File: src/rtl/systick_timer.sv
module systick_timer #(
  parameter int          CNT_W     = 24,
  parameter int          ADDR_W    = 8,
  parameter logic [31:0] CALIB_VAL = 32'h0000_2710
) (
  input  logic              clk,
  input  logic              rst_n,
  input  logic              ref_tick,
  input  logic              bus_en,
  input  logic              bus_we,
  input  logic [ADDR_W-1:0] bus_addr,
  input  logic [31:0]       bus_wdata,
  output logic [31:0]       bus_rdata,
  output logic              tick_req
);
  localparam int WA_W = ADDR_W - 2;
  localparam logic [WA_W-1:0] W_CTL = WA_W'(4);
  localparam logic [WA_W-1:0] W_RLD = WA_W'(5);
  localparam logic [WA_W-1:0] W_CUR = WA_W'(6);
  localparam logic [WA_W-1:0] W_CAL = WA_W'(7);

  logic             en_q, int_q, src_q, flag_q, req_q;
  logic [CNT_W-1:0] reload_q, cur_q;

  wire [WA_W-1:0] waddr = bus_addr[ADDR_W-1:2];
  wire wr_ctl = bus_en &&  bus_we && waddr == W_CTL;
  wire rd_ctl = bus_en && !bus_we && waddr == W_CTL;
  wire wr_rld = bus_en &&  bus_we && waddr == W_RLD;
  wire wr_cur = bus_en &&  bus_we && waddr == W_CUR;

  wire step   = src_q ? 1'b1 : ref_tick;
  wire expire = en_q && step && cur_q == '0;
  wire start  = wr_ctl && bus_wdata[0] && !en_q;
  wire resrc  = wr_ctl && bus_wdata[0] && en_q && (bus_wdata[2] != src_q);

  wire unused_ok = &{1'b0, bus_addr[1:0], bus_wdata[31:CNT_W]};

  always_ff @(posedge clk or negedge rst_n) begin
    if (!rst_n) begin
      en_q     <= 1'b0;
      int_q    <= 1'b0;
      src_q    <= 1'b0;
      flag_q   <= 1'b0;
      req_q    <= 1'b0;
      reload_q <= '0;
      cur_q    <= '0;
    end else begin
      req_q <= expire && int_q;

      if (wr_ctl) begin
        en_q  <= bus_wdata[0];
        int_q <= bus_wdata[1];
        src_q <= bus_wdata[2];
      end else if (expire && reload_q == '0) begin
        en_q <= 1'b0;
      end

      if (wr_cur)      flag_q <= 1'b0;
      else if (expire) flag_q <= 1'b1;
      else if (rd_ctl) flag_q <= 1'b0;

      if (wr_rld) reload_q <= bus_wdata[CNT_W-1:0];

      if (wr_cur || start || resrc) cur_q <= reload_q;
      else if (en_q && step)        cur_q <= (cur_q == '0) ? reload_q : cur_q - 1'b1;
    end
  end

  always_comb begin
    unique case (waddr)
      W_CTL:   bus_rdata = {15'd0, flag_q, 13'd0, src_q, int_q, en_q};
      W_RLD:   bus_rdata = 32'(reload_q);
      W_CUR:   bus_rdata = en_q ? 32'(cur_q) : 32'd0;
      W_CAL:   bus_rdata = CALIB_VAL;
      default: bus_rdata = 32'd0;
    endcase
  end

  assign tick_req = req_q;
endmodule

File: config.mk
export PLATFORM = sky130hd
export DESIGN_NAME = systick_timer
export DESIGN_NICKNAME = d
export VERILOG_FILES = /design/src/rtl/systick_timer.sv
export SDC_FILE = /design/constraint.sdc
export NUM_CORES = 1
export LEC_CHECK = 0
export BUFFER_PORTS_ARGS = -buffer_cell sky130_fd_sc_hd__buf_2
export CAP_MARGIN = 20
export CORE_MARGIN = 2
export CORE_UTILIZATION = 49
export DETAILED_ROUTE_END_ITERATION = 10
export PLACE_DENSITY = 0.82
export REMOVE_ABC_BUFFERS = 1
export SYNTH_ARGS = -nofsm -noshare
export SYNTH_HDL_FRONTEND = slang
export SYNTH_SLANG_ARGS = --single-unit
File: constraint.sdc
create_clock -name clk -period 2.4 [get_ports clk]
set_input_delay 0.24 -clock clk [delete_from_list [all_inputs] [get_ports clk]]
set_output_delay 0.24 -clock clk [all_outputs]
set_load 0.005 [all_outputs]
### After elaboration in Yosys (flattened, before gate mapping)

Index checks and enable logic that the tools add are counted.

| word-level totals | value |
|---|---|
| word-level logic and storage cells | 47 |
| input bits | 45 |
| bits in registers | 53 |
| output and inout bits | 33 |

| cells by class | value |
|---|---|
| muxes and demuxes | 11 |
| reduce and logical (&&, ||, !) cells | 23 |
| $add $sub $neg | 1 |
| eq/ne operators | 5 |

Operators with widths:

| operator | count |
|---|---|
| $mux W24 | 4 |
| $pmux W24 S4 | 1 |
| $logic_not A24 Y1 | 2 |
| $eq A6 B3 Y1 const B | 4 |
| $sub A24 B1 Y24 const B | 1 |
| $logic_and A1 B1 Y1 | 14 |
| $mux W1 | 6 |
| $reduce_bool A2 Y1 | 2 |
| $reduce_bool A3 Y1 | 1 |
| $logic_not A1 Y1 | 2 |
| $logic_or A1 B1 Y1 | 2 |
| $ne A1 B1 Y1 | 1 |

### Logic depth before layout (Yosys ltp)

| logic depth | value |
|---|---|
| word-level depth | 7 |
| depth in mapped cells | 8 |
| mapped depth without buffers | 8 |

### Worst setup path after synthesis

No wires, ideal clock.

| path | value |
|---|---|
| kind | register -> register |
| start point | register cur_q[17] |
| end point | register cur_q[22] |
| setup time | 0.133 ns |
| clock period less this slack | 2.506 ns |
| required time | 2.267 ns |
| cell stages (with the launch flop) | 8 |
| path buffers | 1 |
| arrival | 2.373 ns |
| slack | -0.106 ns |
| cell sequence | dfrtp_1 > or4_4 > or3_4 > or4_4 > buf_6 > and2_4 > a32oi_1 > nand2_1 |

| between the ends | value |
|---|---|
| cells in the longest elaborated chain, start to end | 4 |
| elaborated cells between the ends (all ways) | 5 |
| those cells by class | add/sub (1); mux (3); reduce/logical (1) |

Ends and longest elaborated chain:

| what | RTL line | source |
|---|---|---|
| start: declaration | 23 | `logic [CNT_W-1:0] reload_q, cur_q;` |
| start signal: assignment | 64 | `if (wr_cur \|\| start \|\| resrc) cur_q <= reload_q;` |
| start signal: assignment | 65 | `else if (en_q && step) cur_q <= (cur_q == '0) ? reload_q : cur_q - 1'b1;` |
| $sub A24 B1 Y24 or $logic_not A24 Y1 (tied branches) | 65 |  |
| $mux W24 * (2 in a row) | 65 |  |
| $mux W24 * | 64 |  |

Mark *: on every way between the ends. The rest lies on a longest branch, timed or not. The select of a mux whose other input is x is not followed.
A chain may end at the register's enable or synchronous reset.

### Worst setup path after layout

| path | value |
|---|---|
| start point | register cur_q[19] |
| end point | register cur_q[9] |

| between the ends | value |
|---|---|
| cells in the longest elaborated chain, start to end | 4 |

Ends and longest elaborated chain:

| what | RTL line |
|---|---|
| $logic_not A24 Y1 | 65 |
| $mux W24 (2 in a row) | 65 |
| $mux W24 | 64 |

No other way between the ends. The select of a mux whose other input is x is not followed.

==> run metrics <==
outcome=complete, but fails checks; via density per instance=6.27; Highest Signal Layer=met4; pre-CTS setup slack=-0.0886 ns; input/output buffers=59; Worst IR Drop VDD=340 uV; Setup violations, final=11; failing checks=negative setup slack; Power Density=653 mW/mm2; CTS tree=built; DR pass1 iterations=5; Yosys cell types=55; area leader, netlist=dfrtp_1; Sw Ratio=35.6%; Initial Util=50.9%; delay of the slowest critical-path stage=0.56 ns; Lkg Pwr=1.94 nW; commonest non-fill, non-tap cell in the layout=buf_2; htree depth=2; initial antenna violation count=0; Routed WL=9910 um; Main synth FF type=dfrtp_1; Switch Pwr=958 uW; post-synthesis xor/xnor area fraction=0.271%; RD Place Congestion=0.973; largest net degree at the start of global routing=41; Non-Filler Instances=519; Worst R2R End=cur_q[9]$_DFFE_PN0P_; Yosys reg bits=53; Sink Count=53; syn_area_per_cell=9.45 um2; async set-reset flop share out of synthesis=100%; Clk pwr share=19.3%; Tcrit/Tclk final=102%; crit-path max FO=7; routed wire length per instance=19.1 um; filler instances=532; largest family of logic cells by synthesized area=compound AO/OA/AOI/OAI gates; total power=2.69 mW; M1 WL=4030 um; RSZ-0062 raised after global routing=true; reg-to-reg slack, setup=-0.05 ns; worst-path cell chain=or4_4 > or3_4 > or4_4 > nand2_8 > nor2_4 > a221o_1; Final Instance Area=0.00412 mm2; Reg clk slew, reported paths=0.10 ns; vias in the first global route=3077; Seq pwr share=43.6%; die area=0.00726 mm2; Period minus WS final=2.45 ns; mux share of post-synthesis cell area=10.9%; WL met2=4900 um; max frequency=0.408 GHz; DPL Wire Length=7320 um; Internal=1.73 mW; post-synthesis compound-gate area fraction=21.6%; Nets=489; CP most frequent cell=or4_4; share of layout cells above drive strength 1=39.1%; Final WS setup=-0.0523 ns; cells on worst reg2reg path=6; diode count=0; placed cell areas=0.00389 mm2; core box area=0.00635 mm2; relative slew slack=37.9%; Area Overhead vs Synth=27.5%; I/O pin cnt=78; worst hold path type=in2async; Logic pwr share=37.1%; Antenna Violating Nets Remaining=0; top-area cell type share of the netlist area=41.0%; CP endpoint kind=register; Clock Path Buffers=2; total number of vias=3254; simple-gate share of the synthesized area=20.2%; Synth Cell Area=0.00323 mm2; Clock Latency Late Sink=0.31 ns; CP Class=reg2reg; total grt overflow=0; fin. max-slew vios=0; slowest cell on the critical path=or4_4; FP Rows=29; Worst Skew=0.0130 ns; Die W=85.2 um; most frequent cells in the layout=59 x buf_2, 53 x dfrtp_1, 53 x buf_4, 30 x nor2_1, 27 x nand2_1; global-route wire length before repair=15800 um; R2R Path Start=cur_q[19]$_DFFE_PN0P_; number of buffers created by CTS=5; EDFF count, synth=0; Slew @ Worst Pin=0.932 ns; final hold violations=0; max cap viols=0; drc violations=0; Syn Inst Count=342; initial drt markers=281; area share of fa/ha/maj cells after synthesis=0.774%; Worst EP arrival=2.64 ns; Clock Tree Root=clkbuf_8; Worst setup SP type=register; gr usage total=27.7%; post-route core utilization=64.9%; met3 wire len=765 um; Req. time, crit path=2.59 ns; die height=85.2 um; Synth area leaders=dfrtp_1 41%, mux2_2 9.1%, a22o_1 4.9%, nor2_1 3.8%, nand2_1 3.4%; post-placement cell count=506; Ys Warns=0; Seq/Total Area, Yosys=41.0%
[stage by stage]
| step | setup TNS (ns) | hold WS [ns] |
|---|---|---|
| 2_1_floorplan | -39.38 | -0.0556 |
| 3_3_place_gp | -0.262 | 0.422 |
| 3_5_place_dp | -0.645 | 0.437 |
| 4_1_cts | -0.163 | 0.105 |
| 5_1_grt | -1.11 | 0.128 |
| 6_report | -0.284 | 0.0653 |
[worst max path at each step]
stage	startpoint	to	slack (ns)	depth (start not counted)
floorplan	src_q$_DFFE_PN0N_	cur_q[10]$_DFFE_PN0P_	-1.47	5
global placement	cur_q[19]$_DFFE_PN0P_	cur_q[4]$_DFFE_PN0P_	-0.05	6
detailed placement	cur_q[19]$_DFFE_PN0P_	cur_q[14]$_DFFE_PN0P_	-0.09	8
CTS	cur_q[19]$_DFFE_PN0P_	cur_q[23]$_DFFE_PN0P_	-0.05	9
global route	cur_q[19]$_DFFE_PN0P_	cur_q[4]$_DFFE_PN0P_	-0.11	6
finish	cur_q[19]$_DFFE_PN0P_	cur_q[9]$_DFFE_PN0P_	-0.05	6
[metal layers]
layer | global-route usage, % | up-vias
met3 | 4.47 | 21
met1 | 37.3 | 1572
met4 | 8.37 | 0
met5 | 0 | -
li1 | - | 1481
met2 | 46.1 | 180
[worst max-delay path: cells and delay by family (launching register included)]
family | cells | cell delay (ns)
flip-flops | 1 | 0.40
AND/OR/NAND/NOR | 5 | 1.64
AO/OA/AOI/OAI | 1 | 0.28
[state kept, by name, indices dropped and copies added, names as in the netlist]
register / count
en_q: 1
src_q: 1
reload_q: 24
tick_req: 1
int_q: 1
cur_q: 24
flag_q: 1
[power groups by stage]
| stage | Clock (mW) | Combinational [mW] | Sequential (mW) |
|---|---|---|---|
| after floorplan | 0 | 0.435 | 1.16 |
| after global placement | 0 | 0.859 | 1.17 |
| after detailed placement | 0 | 0.876 | 1.18 |
| after CTS | 0.530 | 0.905 | 1.16 |
| after global routing | 0.559 | 1.08 | 1.19 |
| final | 0.520 | 0.999 | 1.17 |
[synth_stat cells, drive strengths merged (6+ instances only)]
library cell	instances
nor4	13
mux2i	6
a22o	19
nand3	7
mux2	26
dfrtp	53
clkbuf	16
a31oi	6
nor3	9
nand2	30
a22oi	7
buf	13
a21o	6
a21oi	13
nor2	34
o21ai	20
or3	7
[cell type report]
type	instances	area (um2)	area share, %
Sequential cell	53	1330	32.2
Tap cell	77	96.3	2.34
Timing Repair Buffer	115	736	17.9
Inverter	3	11.3	0.273
Multi-Input combinational cell	264	1860	45.2
Clock buffer	7	86.3	2.10
[cells by family (layout without fill, tap and decap cells)]
logic type,after synthesis,in the layout
and+or+nand+nor,122,122
AOI/OAI and AO/OA,99,99
DFF,53,53
muxes,32,32
buffers and inverters,32,125
adders and majority gates,2,2
other,1,8
xor gates and xnor gates,1,1
[repair_timing]
item | in CTS | in global routing
resized for setup | 11 | 11
setup endpoints to repair | 12 | 22
endpoints found under the hold margin | 0 | 0
pin swaps | 9 | 5
setup buffers | 2 | 4
hold buffers | 0 | 0
(Power assumes the default switching activity.)
